### src/rtl/dwrf_pkg.sv
`timescale 1ns/1ps
package dwrf_pkg;

   // What the holding register does at the next clock edge
   typedef enum logic [1:0] {
      HB_KEEP    = 2'd0,
      HB_FILL    = 2'd1,
      HB_DRAIN   = 2'd2,
      HB_REPLACE = 2'd3
   } hb_act_e;

   function automatic bit is_pow2(input int unsigned v);
      return (v != 0) && ((v & (v - 1)) == 0);
   endfunction

endpackage

### src/rtl/dwrf_array.sv
`timescale 1ns/1ps
module dwrf_array #(
   parameter int DEPTH       = 16,
   parameter int DW          = 16,
   parameter int NRD         = 3,
   parameter bit RESET_ARRAY = 1'b1,
   localparam int AW = $clog2(DEPTH)
) (
   input  logic              clk,
   input  logic              rst_n,
   input  logic              we,
   input  logic [AW-1:0]     waddr,
   input  logic [DW-1:0]     wdata,
   input  logic [NRD*AW-1:0] raddr,
   output logic [NRD*DW-1:0] rdata
);

   logic [DW-1:0] mem [DEPTH];

   generate
      if (RESET_ARRAY) begin : g_rst
         always_ff @(posedge clk or negedge rst_n) begin
            if (!rst_n) begin
               for (int i = 0; i < DEPTH; i++) mem[i] <= '0;
            end else if (we) begin
               mem[waddr] <= wdata;
            end
         end
      end else begin : g_norst
         always_ff @(posedge clk) begin
            if (we) mem[waddr] <= wdata;
         end
      end

      for (genvar p = 0; p < NRD; p++) begin : g_rd
         assign rdata[p*DW +: DW] = mem[raddr[p*AW +: AW]];
      end
   endgenerate

endmodule

### src/rtl/dwrf_wbuf.sv
`timescale 1ns/1ps
module dwrf_wbuf
   import dwrf_pkg::*;
#(
   parameter int DEPTH = 16,
   parameter int DW    = 16,
   localparam int AW = $clog2(DEPTH)
) (
   input  logic          clk,
   input  logic          rst_n,
   input  logic          w0_en,
   input  logic [AW-1:0] w0_addr,
   input  logic [DW-1:0] w0_data,
   input  logic          w1_en,
   input  logic [AW-1:0] w1_addr,
   input  logic [DW-1:0] w1_data,
   output logic          arr_we,
   output logic [AW-1:0] arr_addr,
   output logic [DW-1:0] arr_data,
   output logic          hb_valid,
   output logic [AW-1:0] hb_addr,
   output logic [DW-1:0] hb_data,
   output logic          stall
);

   logic          eff0, eff1, both, one;
   logic [AW-1:0] s_addr;
   logic [DW-1:0] s_data;
   hb_act_e       act;

   always_comb begin
      // port 1 wins on an equal address, port 0 is dropped
      eff0   = w0_en && !(w1_en && (w0_addr == w1_addr));
      eff1   = w1_en;
      both   = eff0 && eff1;
      one    = eff0 ^ eff1;
      s_addr = eff1 ? w1_addr : w0_addr;
      s_data = eff1 ? w1_data : w0_data;

      stall    = 1'b0;
      arr_we   = 1'b0;
      arr_addr = w0_addr;
      arr_data = w0_data;
      act      = HB_KEEP;

      if (!hb_valid) begin
         if (both) begin
            arr_we = 1'b1;
            act    = HB_FILL;
         end else if (one) begin
            arr_we   = 1'b1;
            arr_addr = s_addr;
            arr_data = s_data;
         end
      end else begin
         arr_addr = hb_addr;
         arr_data = hb_data;
         if (one && (s_addr == hb_addr)) begin
            act = HB_REPLACE;
         end else begin
            arr_we = 1'b1;
            act    = HB_DRAIN;
            stall  = eff0 | eff1;
         end
      end
   end

   always_ff @(posedge clk or negedge rst_n) begin
      if (!rst_n) begin
         hb_valid <= 1'b0;
         hb_addr  <= '0;
         hb_data  <= '0;
      end else begin
         unique case (act)
            HB_FILL: begin
               hb_valid <= 1'b1;
               hb_addr  <= w1_addr;
               hb_data  <= w1_data;
            end
            HB_REPLACE: hb_data  <= s_data;
            HB_DRAIN:   hb_valid <= 1'b0;
            default: ;
         endcase
      end
   end

   // a stall never lasts beyond one cycle
   a_r6_stall_one_cycle: assert property (@(posedge clk) disable iff (!rst_n)
      stall |=> !stall);

   // a stall always empties the holding register
   a_r7_stall_empties: assert property (@(posedge clk) disable iff (!rst_n)
      stall |=> !hb_valid);

   // a clean dual write parks port 1
   a_r3_park_port1: assert property (@(posedge clk) disable iff (!rst_n)
      (!hb_valid && both) |=> (hb_valid && hb_addr == $past(w1_addr)
                               && hb_data == $past(w1_data)));

   // in-place replacement keeps the entry and takes the new data
   a_r8_replace: assert property (@(posedge clk) disable iff (!rst_n)
      (hb_valid && one && s_addr == hb_addr && !stall)
         |=> (hb_valid && hb_data == $past(s_data)));

endmodule

### src/rtl/dwrf_fwd.sv
`timescale 1ns/1ps
module dwrf_fwd #(
   parameter int AW = 4,
   parameter int DW = 16
) (
   input  logic [AW-1:0] raddr,
   input  logic [DW-1:0] arr_rdata,
   input  logic          hb_valid,
   input  logic [AW-1:0] hb_addr,
   input  logic [DW-1:0] hb_data,
   output logic [DW-1:0] rdata
);

   logic hit;

   always_comb begin
      hit   = hb_valid && (raddr == hb_addr);
      rdata = hit ? hb_data : arr_rdata;
   end

endmodule

### src/rtl/dwrf_top.sv
`timescale 1ns/1ps
module dwrf_top
   import dwrf_pkg::*;
#(
   parameter int DEPTH       = 16,
   parameter int DW          = 16,
   parameter int NRD         = 3,
   parameter bit RESET_ARRAY = 1'b1,
   localparam int AW = $clog2(DEPTH)
) (
   input  logic              clk,
   input  logic              rst_n,
   input  logic              w0_en,
   input  logic [AW-1:0]     w0_addr,
   input  logic [DW-1:0]     w0_data,
   input  logic              w1_en,
   input  logic [AW-1:0]     w1_addr,
   input  logic [DW-1:0]     w1_data,
   input  logic [NRD*AW-1:0] rd_addr,
   output logic [NRD*DW-1:0] rd_data,
   output logic              stall
);

   generate
      if (NRD < 2 || NRD > 3) begin : g_bad_nrd
         $error("dwrf_top: NRD must be 2 or 3");
      end
      if (!is_pow2(DEPTH) || DEPTH < 2) begin : g_bad_depth
         $error("dwrf_top: DEPTH must be a power of two, at least 2");
      end
      if (DW < 1) begin : g_bad_dw
         $error("dwrf_top: DW must be positive");
      end
   endgenerate

   logic              arr_we;
   logic [AW-1:0]     arr_addr;
   logic [DW-1:0]     arr_data;
   logic              hb_valid;
   logic [AW-1:0]     hb_addr;
   logic [DW-1:0]     hb_data;
   logic [NRD*DW-1:0] arr_rdata;

   dwrf_wbuf #(.DEPTH(DEPTH), .DW(DW)) u_wbuf (
      .clk      (clk),
      .rst_n    (rst_n),
      .w0_en    (w0_en),
      .w0_addr  (w0_addr),
      .w0_data  (w0_data),
      .w1_en    (w1_en),
      .w1_addr  (w1_addr),
      .w1_data  (w1_data),
      .arr_we   (arr_we),
      .arr_addr (arr_addr),
      .arr_data (arr_data),
      .hb_valid (hb_valid),
      .hb_addr  (hb_addr),
      .hb_data  (hb_data),
      .stall    (stall)
   );

   dwrf_array #(.DEPTH(DEPTH), .DW(DW), .NRD(NRD), .RESET_ARRAY(RESET_ARRAY)) u_array (
      .clk   (clk),
      .rst_n (rst_n),
      .we    (arr_we),
      .waddr (arr_addr),
      .wdata (arr_data),
      .raddr (rd_addr),
      .rdata (arr_rdata)
   );

   generate
      for (genvar p = 0; p < NRD; p++) begin : g_port
         dwrf_fwd #(.AW(AW), .DW(DW)) u_fwd (
            .raddr     (rd_addr[p*AW +: AW]),
            .arr_rdata (arr_rdata[p*DW +: DW]),
            .hb_valid  (hb_valid),
            .hb_addr   (hb_addr),
            .hb_data   (hb_data),
            .rdata     (rd_data[p*DW +: DW])
         );

         // a read that hits the held address returns the held data
         a_r9_forward_hit: assert property (@(posedge clk) disable iff (!rst_n)
            (hb_valid && rd_addr[p*AW +: AW] == hb_addr)
               |-> (rd_data[p*DW +: DW] == hb_data));
      end
   endgenerate

endmodule

### config.mk
export PLATFORM = sky130hd
export DESIGN_NAME = dwrf_top
export DESIGN_NICKNAME = d
export VERILOG_FILES = /design/src/rtl/dwrf_pkg.sv /design/src/rtl/dwrf_array.sv /design/src/rtl/dwrf_wbuf.sv /design/src/rtl/dwrf_fwd.sv /design/src/rtl/dwrf_top.sv
export SDC_FILE = /design/constraint.sdc
export NUM_CORES = 1
export LEC_CHECK = 0
export CELL_PAD_IN_SITES_DETAIL_PLACEMENT = 1
export CELL_PAD_IN_SITES_GLOBAL_PLACEMENT = 1
export CORE_UTILIZATION = 50
export DETAILED_ROUTE_END_ITERATION = 6
export DONT_BUFFER_PORTS = 1
export PLACE_DENSITY = 0.82
export SYNTH_ARGS = -nofsm -noshare
export SYNTH_HDL_FRONTEND = slang
export SYNTH_SLANG_ARGS = --single-unit
### constraint.sdc
create_clock -name clk -period 3.5 [get_ports clk]
set_input_delay 0.525 -clock clk [delete_from_list [all_inputs] [get_ports clk]]
set_output_delay 0.525 -clock clk [all_outputs]
set_load 0.02 [all_outputs]
==> flow_metrics.env, run 1 <==
export IMPL_outcome="finished with violations"
export IMPL_violations="negative hold slack"
export IMPL_synthCells=1131
export IMPL_ant_nets=0
export IMPL_core_sq_mm=0.0348
export IMPL_post_cts_buffers=0
export IMPL_maxCapViolCount=0
export IMPL_dp_hpwl_mm=32.0
export IMPL_fin_crit_sh=0.919
export IMPL_timing_rr_end="u_array.mem[149]"
export IMPL_grt_pass1_wl_mm=83.0
export IMPL_insertion_delay_ns=0.56
export IMPL_start_kind="flop"
export IMPL_fillerInstances=3121
export IMPL_num_antenna_cells=0
export IMPL_cp_slowest_cell="dfrtp_2"
export IMPL_slew_headroom=0.442
export IMPL_powerDensity_mw_per_mm2=814
export IMPL_drt_iter0_drc=1107
export IMPL_worst_path_buf_inv=2
export IMPL_post_cts_resized=0
export IMPL_cp_end_kind="primary output"
export IMPL_ys_ff_latch=277
export IMPL_ys_warn_count=0
export IMPL_dr_total_vias=11521
export IMPL_ioPinCount=105
export IMPL_placementRows=68
export IMPL_cts_tree="built"
export IMPL_place_area_sq_mm=0.0183
export IMPL_synth_top_area_share=0.388
export IMPL_synth_top_cells_by_count="mux2_2, dfrtp_1, mux4_2"
export IMPL_postLayoutCellArea_sq_mm=0.0193
export IMPL_worstRegToRegCells=5
export IMPL_cts_buffers=31
export IMPL_cts_max_level=1
export IMPL_yosysTopAreaCell="dfrtp_1"
export IMPL_grt_pass1_vias=12610
export IMPL_yosysMostFrequentCell="mux2_2"
export IMPL_cts_root_buf="clkbuf_16"
export IMPL_totalWireLength_mm=54.6
export IMPL_dr_pass1_iters=5
export IMPL_final_util=0.555
export IMPL_final_cells=1572
export IMPL_holdCritPathClass="input pin to asynchronous set/reset pin"
export IMPL_cts_sinks=277
export IMPL_start_util=0.513
export IMPL_cp_max_fo=26
export IMPL_required_ns=2.97
export IMPL_syn_nets=1188
export IMPL_cp_arrival_ns=2.69
export IMPL_die_area_sq_mm=0.0365
export IMPL_slew_viol_final=0
export IMPL_antenna_found_initial=0
export IMPL_period_needed_ns=3.22
export IMPL_fmax_mhz=311
export IMPL_overflow=0
export IMPL_path_delay_family="buffers and inverters"
export IMPL_drive_gt1_frac=0.593
export IMPL_netlist_area_sq_mm=0.0179
export IMPL_drc_errors=0
export IMPL_setup_violations=0
export IMPL_grt_start_max_net_pins=278
export IMPL_rsz0062_at_grt="false"
export IMPL_die_h_um=191
export IMPL_power_leakage_nw=7.57
export IMPL_post_place_cells=1517
export IMPL_cp_slowest_stage_delay_ns=0.69
export IMPL_synth_edff_count=0
export IMPL_ys_flop_type="dfrtp_1"
export IMPL_area_growth_pct=8.12
export IMPL_fin_nets=1152
export IMPL_rr_startpoint="u_wbuf.hb_valid"
export IMPL_ir_worst_vdd_mv=0.509
export IMPL_synth_yosys_seq_area_share=0.388
export IMPL_cp_cell_sequence="inv_1 -> nor3_2 -> buf_4 -> mux2_2"
export IMPL_avgViaCountPerCell=7.33
export IMPL_die_w_um=191
export IMPL_async_reset_ff_frac=1.00
export IMPL_grt_usage=0.311
export IMPL_clockBufferDepth=3
export IMPL_worst_pin_slew_ns=0.836
export IMPL_clk_pin_slew_ns=0.06
export IMPL_gp_congestion=0.814
export IMPL_avgSynthCellArea_sq_um=15.8
export IMPL_fin_worst_skew_ns=0.00859
export IMPL_finalPower_mw=15.7
export IMPL_reg2reg_setup_slack_ns=0.78
export IMPL_synthTopCellsByArea="dfrtp_1, mux4_2, mux2_2"
export IMPL_port_buffers=0
export IMPL_path_class="flop to primary output"
export IMPL_finalHoldViolCount=277
export IMPL_hold_ws_ns=-0.335
export IMPL_netlist_cell_type_count=52
export IMPL_wl_per_cell_um=34.7
## report_power, final
| part | switching, mW | internal (mW) |
|---|---|---|
| combinational | 2.14 | 3.85 |
| sequential | 1.75 | 4.74 |
| clock | 1.36 | 1.88 |
| total | 5.25 | 10.5 |
## per-layer routing
| metal | global-route usage | part of all wire | vias up |
|---|---|---|---|
| met5 | 0 | 0 | - |
| met2 | 0.502 | 0.49 | 582 |
| met4 | 0.130 | 0.043 | 0 |
| li1 | - | - | 4458 |
| met1 | 0.412 | 0.39 | 6327 |
| met3 | 0.0602 | 0.080 | 154 |
## flip-flops by register name, indices dropped and copies added, names as in the netlist
register / count
u_array.mem: 256
u_wbuf.hb_valid: 1
u_wbuf.hb_addr: 4
u_wbuf.hb_data: 16
## worst max-delay path by stage
stage / slack [ns] / end / cells after the start / from
after CTS: 0.28 / rd_data[14] / 4 / u_wbuf.hb_valid
after detailed placement: -0.10 / u_array.mem[149] / 9 / w1_addr[3]
after global routing: 0.20 / rd_data[14] / 4 / u_wbuf.hb_valid
after floorplan: 0.35 / rd_data[16] / 6 / rd_addr[4]
final: 0.28 / rd_data[14] / 4 / u_wbuf.hb_valid
after global placement: 0.03 / u_array.mem[157] / 9 / w1_addr[3]
## final cells by class
class | count | area, sq um | area share
Clock inverter | 10 | 109 | 0.00564
Sequential cell | 277 | 6930 | 0.359
Clock buffer | 45 | 878 | 0.0455
Inverter | 11 | 41.3 | 0.00214
Timing Repair Buffer | 46 | 483 | 0.0250
Tap cell | 455 | 569 | 0.0295
Multi-Input combinational cell | 728 | 10300 | 0.533
## cells by family after synthesis
kind of cell    after synthesis  share of synthesized area
flops                       277                      0.388
xor+xnor                     19                    0.00932
buf+inv                     126                     0.0364
compound gates               53                     0.0247
fa+ha+maj                     1                   0.000701
mux                         568                      0.512
simple gates                 87                     0.0287
## metrics by stage
step / setup slack, ns / TNS [ns] / hold slack [ns]
floorplan: 0.345 / 0 / 0.229
global placement: 0.0311 / 0 / 0.244
detailed placement: -0.100 / -0.548 / 0.244
CTS: 0.281 / 0 / -0.351
global route: 0.197 / 0 / -0.351
finish: 0.282 / 0 / -0.335
## cell usage in the layout, fill, tap and decap left out, drive strengths merged, types with 3 or more instances in the layout
cell type,count
dfrtp,277
nand2,29
a21oi,6
nor2,13
clkinv,5
buf,46
a221o,13
and4,4
inv,12
o21ai,21
xor2,8
nand4,5
nor2b,14
a221oi,4
mux2i,21
and2,3
mux2,307
mux4,240
clkbuf,45
nand3,3
xnor2,11
nor3,8
(Power assumes the default switching activity.)
==> run 2, diff against run 1 <==
--- a/config.mk
+++ b/config.mk
@@ -5,12 +5,14 @@
 export SDC_FILE = /design/constraint.sdc
 export NUM_CORES = 1
 export LEC_CHECK = 0
+export CAP_MARGIN = 15
 export CELL_PAD_IN_SITES_DETAIL_PLACEMENT = 1
 export CELL_PAD_IN_SITES_GLOBAL_PLACEMENT = 1
-export CORE_UTILIZATION = 50
+export CORE_UTILIZATION = 55
 export DETAILED_ROUTE_END_ITERATION = 6
 export DONT_BUFFER_PORTS = 1
-export PLACE_DENSITY = 0.82
+export PLACE_DENSITY = 0.89
+export SLEW_MARGIN = 30
 export SYNTH_ARGS = -nofsm -noshare
 export SYNTH_HDL_FRONTEND = slang
 export SYNTH_SLANG_ARGS = --single-unit
==> run 2 against run 1 <==
Net effect:
- the run still ends with negative hold slack left
- total power increased by 5.9%
- worst setup slack better by 0.015 ns
- sequential share of layout area about the same
- critical path depth unchanged
- critical path type unchanged
- critical endpoint is now rd_data[39]
==> flow_metrics.env, run 2 (synthesized netlist as in run 1, its figures left out) <==
export IMPL_fin_worst_skew_ns=0.0257
export IMPL_period_needed_ns=3.20
export IMPL_post_cts_buffers=0
export IMPL_die_h_um=182
export IMPL_fin_nets=1156
export IMPL_reg2reg_setup_slack_ns=0.73
export IMPL_avgViaCountPerCell=8.15
export IMPL_required_ns=2.97
export IMPL_cts_max_level=1
export IMPL_drt_iter0_drc=1513
export IMPL_drc_errors=0
export IMPL_cts_sinks=277
export IMPL_grt_pass1_wl_mm=93.5
export IMPL_dr_total_vias=12424
export IMPL_top_register="u_array.mem"
export IMPL_ioPinCount=105
export IMPL_clk_pin_slew_ns=0.06
export IMPL_cp_arrival_ns=2.68
export IMPL_slew_viol_final=0
export IMPL_grt_start_max_net_pins=278
export IMPL_cts_buffers=31
export IMPL_die_area_sq_mm=0.0332
export IMPL_cts_tree="built"
export IMPL_port_buffers=0
export IMPL_outcome="finished with violations"
export IMPL_grt_pass1_vias=13611
export IMPL_finalPower_mw=16.6
export IMPL_maxCapViolCount=0
export IMPL_start_kind="flop"
export IMPL_num_antenna_cells=0
export IMPL_worst_pin_slew_ns=0.666
export IMPL_cp_end_kind="primary output"
export IMPL_path_class="flop to primary output"
export IMPL_cts_root_buf="clkbuf_16"
export IMPL_antenna_found_initial=1
export IMPL_clockBufferDepth=3
export IMPL_rsz0062_at_grt="false"
export IMPL_holdCritPathClass="input pin to asynchronous set/reset pin"
export IMPL_fin_tns_setup_ns=0
export IMPL_grt_usage=0.386
export IMPL_hold_ws_ns=-0.320
export IMPL_power_leakage_nw=7.60
export IMPL_dp_slack_ns=-0.100
export IMPL_rr_startpoint="u_wbuf.hb_valid"
export IMPL_violations="negative hold slack"
export IMPL_worstRegToRegCells=5
export IMPL_fin_crit_sh=0.915
export IMPL_finalHoldViolCount=277
export IMPL_placementRows=65
export IMPL_post_cts_resized=0
export IMPL_ant_nets=0
export IMPL_dr_pass1_iters=5
export IMPL_slew_headroom=0.553
export IMPL_setup_violations=0
export IMPL_fmax_mhz=312
export IMPL_gp_congestion=0.822
export IMPL_die_w_um=182
export IMPL_layout_common_cells="mux2_2, dfrtp_1, mux4_2"
export IMPL_totalWireLength_mm=61.8
export IMPL_start_util=0.563
export IMPL_drive_gt1_frac=0.598
export IMPL_wl_per_cell_um=40.5
export IMPL_overflow=0
export IMPL_core_sq_mm=0.0317
export IMPL_area_growth_pct=8.02
export IMPL_setup_ws_ns=0.297
export IMPL_insertion_delay_ns=0.58
export IMPL_dp_hpwl_mm=35.3
export IMPL_fillerInstances=2744
export IMPL_timing_rr_end="u_array.mem[131]"
export IMPL_cp_max_fo=31
export IMPL_powerDensity_mw_per_mm2=863
export IMPL_ir_worst_vdd_mv=0.414
export IMPL_largest_reg_flops=256
export IMPL_final_common_cell="mux2_2"
export IMPL_top_regs="u_array.mem: 256 flops, u_wbuf.hb_data: 16 flops, u_wbuf.hb_addr: 4 flops"
## run 2: changes by cell type in the layout (fill, tap and decap cells not counted), sizes merged
cell	previous run	this run
clkinvlp	2	3
clkbuf	45	43
buf	46	50
clkinv	5	7
bufinv	2	3
## run 2: worst max-delay path by stage
stage          depth (start not counted)            start          endpoint
2_1_floorplan                          6       rd_addr[4]       rd_data[16]
3_3_place_gp                           9       w1_addr[3]  u_array.mem[157]
3_5_place_dp                           9       w1_addr[3]  u_array.mem[134]
4_1_cts                                4  u_wbuf.hb_valid       rd_data[39]
5_1_grt                                4  u_wbuf.hb_valid       rd_data[39]
6_report                               4  u_wbuf.hb_valid       rd_data[39]
## run 2: cell type report
class	count	area [sq um]	area share
multi-input cells	728	10300	0.533
clock inverters	14	168	0.00869
well taps	402	503	0.0261
clock buffers	43	891	0.0462
inverters	11	41.3	0.00214
repair buffers	50	463	0.0240
flip-flops and latches	277	6930	0.360
## run 2: metal layers
layer	part of all wire	GRT usage	wire [um]
met5	0.00021	0	13
met4	0.070	0.235	4300
met3	0.11	0.101	6930
met2	0.47	0.592	28800
met1	0.35	0.498	21800
## run 2: stage by stage
step / instances / instance area, sq um / util / hold WS [ns]
after detailed placement: 1468 / 18200 / 0.575 / 0.243
final: 1525 / 19300 / 0.608 / -0.320
after floorplan: 1131 / 17900 / - / 0.229
after CTS: 1525 / 19300 / 0.608 / -0.350
after global placement: 1468 / 18200 / 0.575 / 0.243
after global routing: 1525 / 19300 / 0.608 / -0.337
## run 2: critical path, cell delays in order, from the launching register on
cell	delay [ns]
dfrtp_2	0.67
inv_1	0.27
nor3_2	0.38
buf_4	0.33
mux2_2	0.46
## run 2: where the power goes
group          internal (mW)  leakage [nW]  switching [mW]
Sequential              4.74          3.36            2.09
Combinational           3.86          3.73            2.52
Clock                   2.00         0.514            1.45
Total                   10.6          7.60            6.05
==> run 3, diff against run 2 <==
--- a/config.mk
+++ b/config.mk
@@ -8,10 +8,10 @@
 export CAP_MARGIN = 15
 export CELL_PAD_IN_SITES_DETAIL_PLACEMENT = 1
 export CELL_PAD_IN_SITES_GLOBAL_PLACEMENT = 1
-export CORE_UTILIZATION = 55
+export CORE_UTILIZATION = 50
 export DETAILED_ROUTE_END_ITERATION = 6
 export DONT_BUFFER_PORTS = 1
-export PLACE_DENSITY = 0.89
+export PLACE_DENSITY = 0.85
 export SLEW_MARGIN = 30
 export SYNTH_ARGS = -nofsm -noshare
 export SYNTH_HDL_FRONTEND = slang
==> constraint.sdc (replaced) <==
create_clock -name clk -period 2.86 [get_ports clk]
set_input_delay 0.429 -clock clk [delete_from_list [all_inputs] [get_ports clk]]
set_output_delay 0.429 -clock clk [all_outputs]
set_load 0.02 [all_outputs]
==> run 3 against run 2 <==
Net effect:
- clock skew about the same
- via count up 1.8%
- sequential power up 24%
- the run ends with negative hold slack, negative setup slack left
==> flow_metrics.env, run 3 (synthesized netlist as in run 1, its figures left out) <==
export IMPL_start_util=0.513
export IMPL_die_w_um=191
export IMPL_cts_buffers=30
export IMPL_start_kind="input pin"
export IMPL_drc_errors=0
export IMPL_clockBufferDepth=3
export IMPL_dp_hpwl_mm=35.6
export IMPL_outcome="finished with violations"
export IMPL_layout_common_cells="dfrtp_1, mux2_2, mux4_2"
export IMPL_drive_gt1_frac=0.618
export IMPL_slew_viol_final=0
export IMPL_grt_pass1_wl_mm=89.8
export IMPL_ant_nets=0
export IMPL_grt_busiest_layer="met2"
export IMPL_ioPinCount=105
export IMPL_cts_sinks=277
export IMPL_required_ns=3.32
export IMPL_largest_reg_flops=256
export IMPL_antenna_found_initial=1
export IMPL_setup_violations=95
export IMPL_die_h_um=191
export IMPL_power_leakage_nw=8.13
export IMPL_violations="negative hold slack, negative setup slack"
export IMPL_cp_max_fo=16
export IMPL_grt_pass1_vias=13252
export IMPL_ir_worst_vdd_mv=0.633
export IMPL_gp_congestion=0.851
export IMPL_clk_pin_slew_ns=0.06
export IMPL_fin_nets=1211
export IMPL_wl_per_cell_um=40.8
export IMPL_finalPower_mw=21.1
export IMPL_grt_usage=0.339
export IMPL_powerDensity_mw_per_mm2=1040
export IMPL_avgViaCountPerCell=7.74
export IMPL_top_register="u_array.mem"
export IMPL_cp_arrival_ns=3.45
export IMPL_grtUsageMet2=0.544
export IMPL_insertion_delay_ns=0.59
export IMPL_area_growth_pct=13.8
export IMPL_cp_cell_sequence="xor2_1 -> nor3_1 -> a31oi_1 -> ha_1 -> nand3b_1 -> mux2i_2 -> o21ai_1 -> a2111oi_4 -> buf_4 -> buf_4 -> nand2_2 -> buf_12 -> mux2_2"
export IMPL_overflow=0
export IMPL_postCtsHoldBufs=13
export IMPL_cp_slowest_stage_delay_ns=0.57
export IMPL_die_area_sq_mm=0.0365
export IMPL_period_needed_ns=2.99
export IMPL_fin_worst_skew_ns=0.0258
export IMPL_worst_pin_slew_ns=0.735
export IMPL_maxCapViolCount=0
export IMPL_hold_ws_ns=-0.448
export IMPL_totalWireLength_mm=66.7
export IMPL_slew_headroom=0.509
export IMPL_final_common_cell="dfrtp_1"
export IMPL_setup_ws_ns=-0.132
export IMPL_cp_end_kind="flop"
export IMPL_placementRows=68
export IMPL_top_regs="u_array.mem: 256 flops, u_wbuf.hb_data: 16 flops, u_wbuf.hb_addr: 4 flops"
export IMPL_cts_tree="built"
export IMPL_gr_usage_met1=0.424
export IMPL_drt_iter0_drc=1283
export IMPL_cp_slowest_cell="a2111oi_4"
export IMPL_holdCritPathClass="input pin to asynchronous set/reset pin"
export IMPL_rsz0062_at_grt="true"
export IMPL_dr_total_vias=12645
export IMPL_grt_start_max_net_pins=278
export IMPL_path_class="input pin to flop"
export IMPL_dr_pass1_iters=5
export IMPL_worst_path_most_repeated_cell="buf_4"
export IMPL_use_met3=0.0896
export IMPL_fin_tns_setup_ns=-5.32
export IMPL_finalHoldViolCount=277
export IMPL_core_sq_mm=0.0348
export IMPL_cts_root_buf="clkbuf_16"
export IMPL_cts_max_level=1
export IMPL_port_buffers=0
export IMPL_fmax_mhz=334
export IMPL_fin_crit_sh=1.05
run 3: changes by cell type in the layout (fill, tap and decap cells not counted), moves of 4 or more:
cell,delta
buf_12,+20
buf_4,+20
bufinv_16,+4
dfrtp_1,-5
dfrtp_2,+5
dlygate4sd3_1,+13
mux2_2,-24
mux2_4,+24
run 3: report_power, final:
group	internal [mW]	switching [mW]	total, mW
combinational	4.98	3.18	8.16
clock	2.71	1.79	4.50
sequential	5.80	2.64	8.44
run 3: stage by stage:
stage	std cells	hold WS [ns]	instance area (sq um)	util	worst slack, ns
floorplan	1131	0.133	18000	-	-0.115
global placement	1545	0.143	18800	0.539	-0.284
detailed placement	1545	0.144	18800	0.539	-0.401
CTS	1614	-0.471	20000	0.576	-0.0147
global route	1632	-0.474	20300	0.584	-0.186
finish	1633	-0.448	20300	0.584	-0.132
run 3: cell type report:
type	count	area (sq um)
Fill cell	3041	14500
Multi-Input combinational cell	728	10400
Sequential cell	277	6940
Timing Repair Buffer	106	1200
Clock buffer	39	846
Tap cell	455	569
Clock inverter	16	262
Inverter	11	45.0
Antenna cell	1	2.50
run 3: final timing paths:
| path | start | to | slack, ns | cells after the start |
|---|---|---|---|---|
| max | w0_addr[0] | u_array.mem[55] | -0.13 | 13 |
| min | rst_n | u_array.mem[233] | -0.45 | 0 |
| max reg2reg | u_wbuf.hb_addr[0] | u_array.mem[55] | 0.11 | 9 |
| min reg2reg | u_array.mem[190] | u_array.mem[190] | 0.55 | 1 |
| max in group asynchronous | rst_n | u_array.mem[52] | 2.75 | 0 |
| min in group clk | w0_data[1] | u_wbuf.hb_data[1] | 0 | 1 |
run 3: critical path: cells and delay by family:
kind	cells	cell delay, ns
AO/OA/AOI/OAI	3	0.90
XOR/XNOR	1	0.14
AND/OR/NAND/NOR	3	0.44
buffers and inverters	3	0.49
adder cells (fa/ha/maj)	1	0.34
multiplexers	2	0.69
run 3: metal layers:
layer | wire [um] | part of all wire | vias up
li1 | - | - | 4575
met1 | 23600 | 0.35 | 6739
met2 | 31700 | 0.48 | 1027
met3 | 6770 | 0.10 | 304
met4 | 4580 | 0.069 | 0
met5 | 0 | 0 | -
run 3: repair_timing:
action                                  4_1_cts  5_1_grt
pin swaps                                     0        3
endpoints found under the hold margin       290      277
setup buffers                                 1       16
resized for setup                            10       19
cloned                                        0        2
endpoints found under the setup margin       39       55
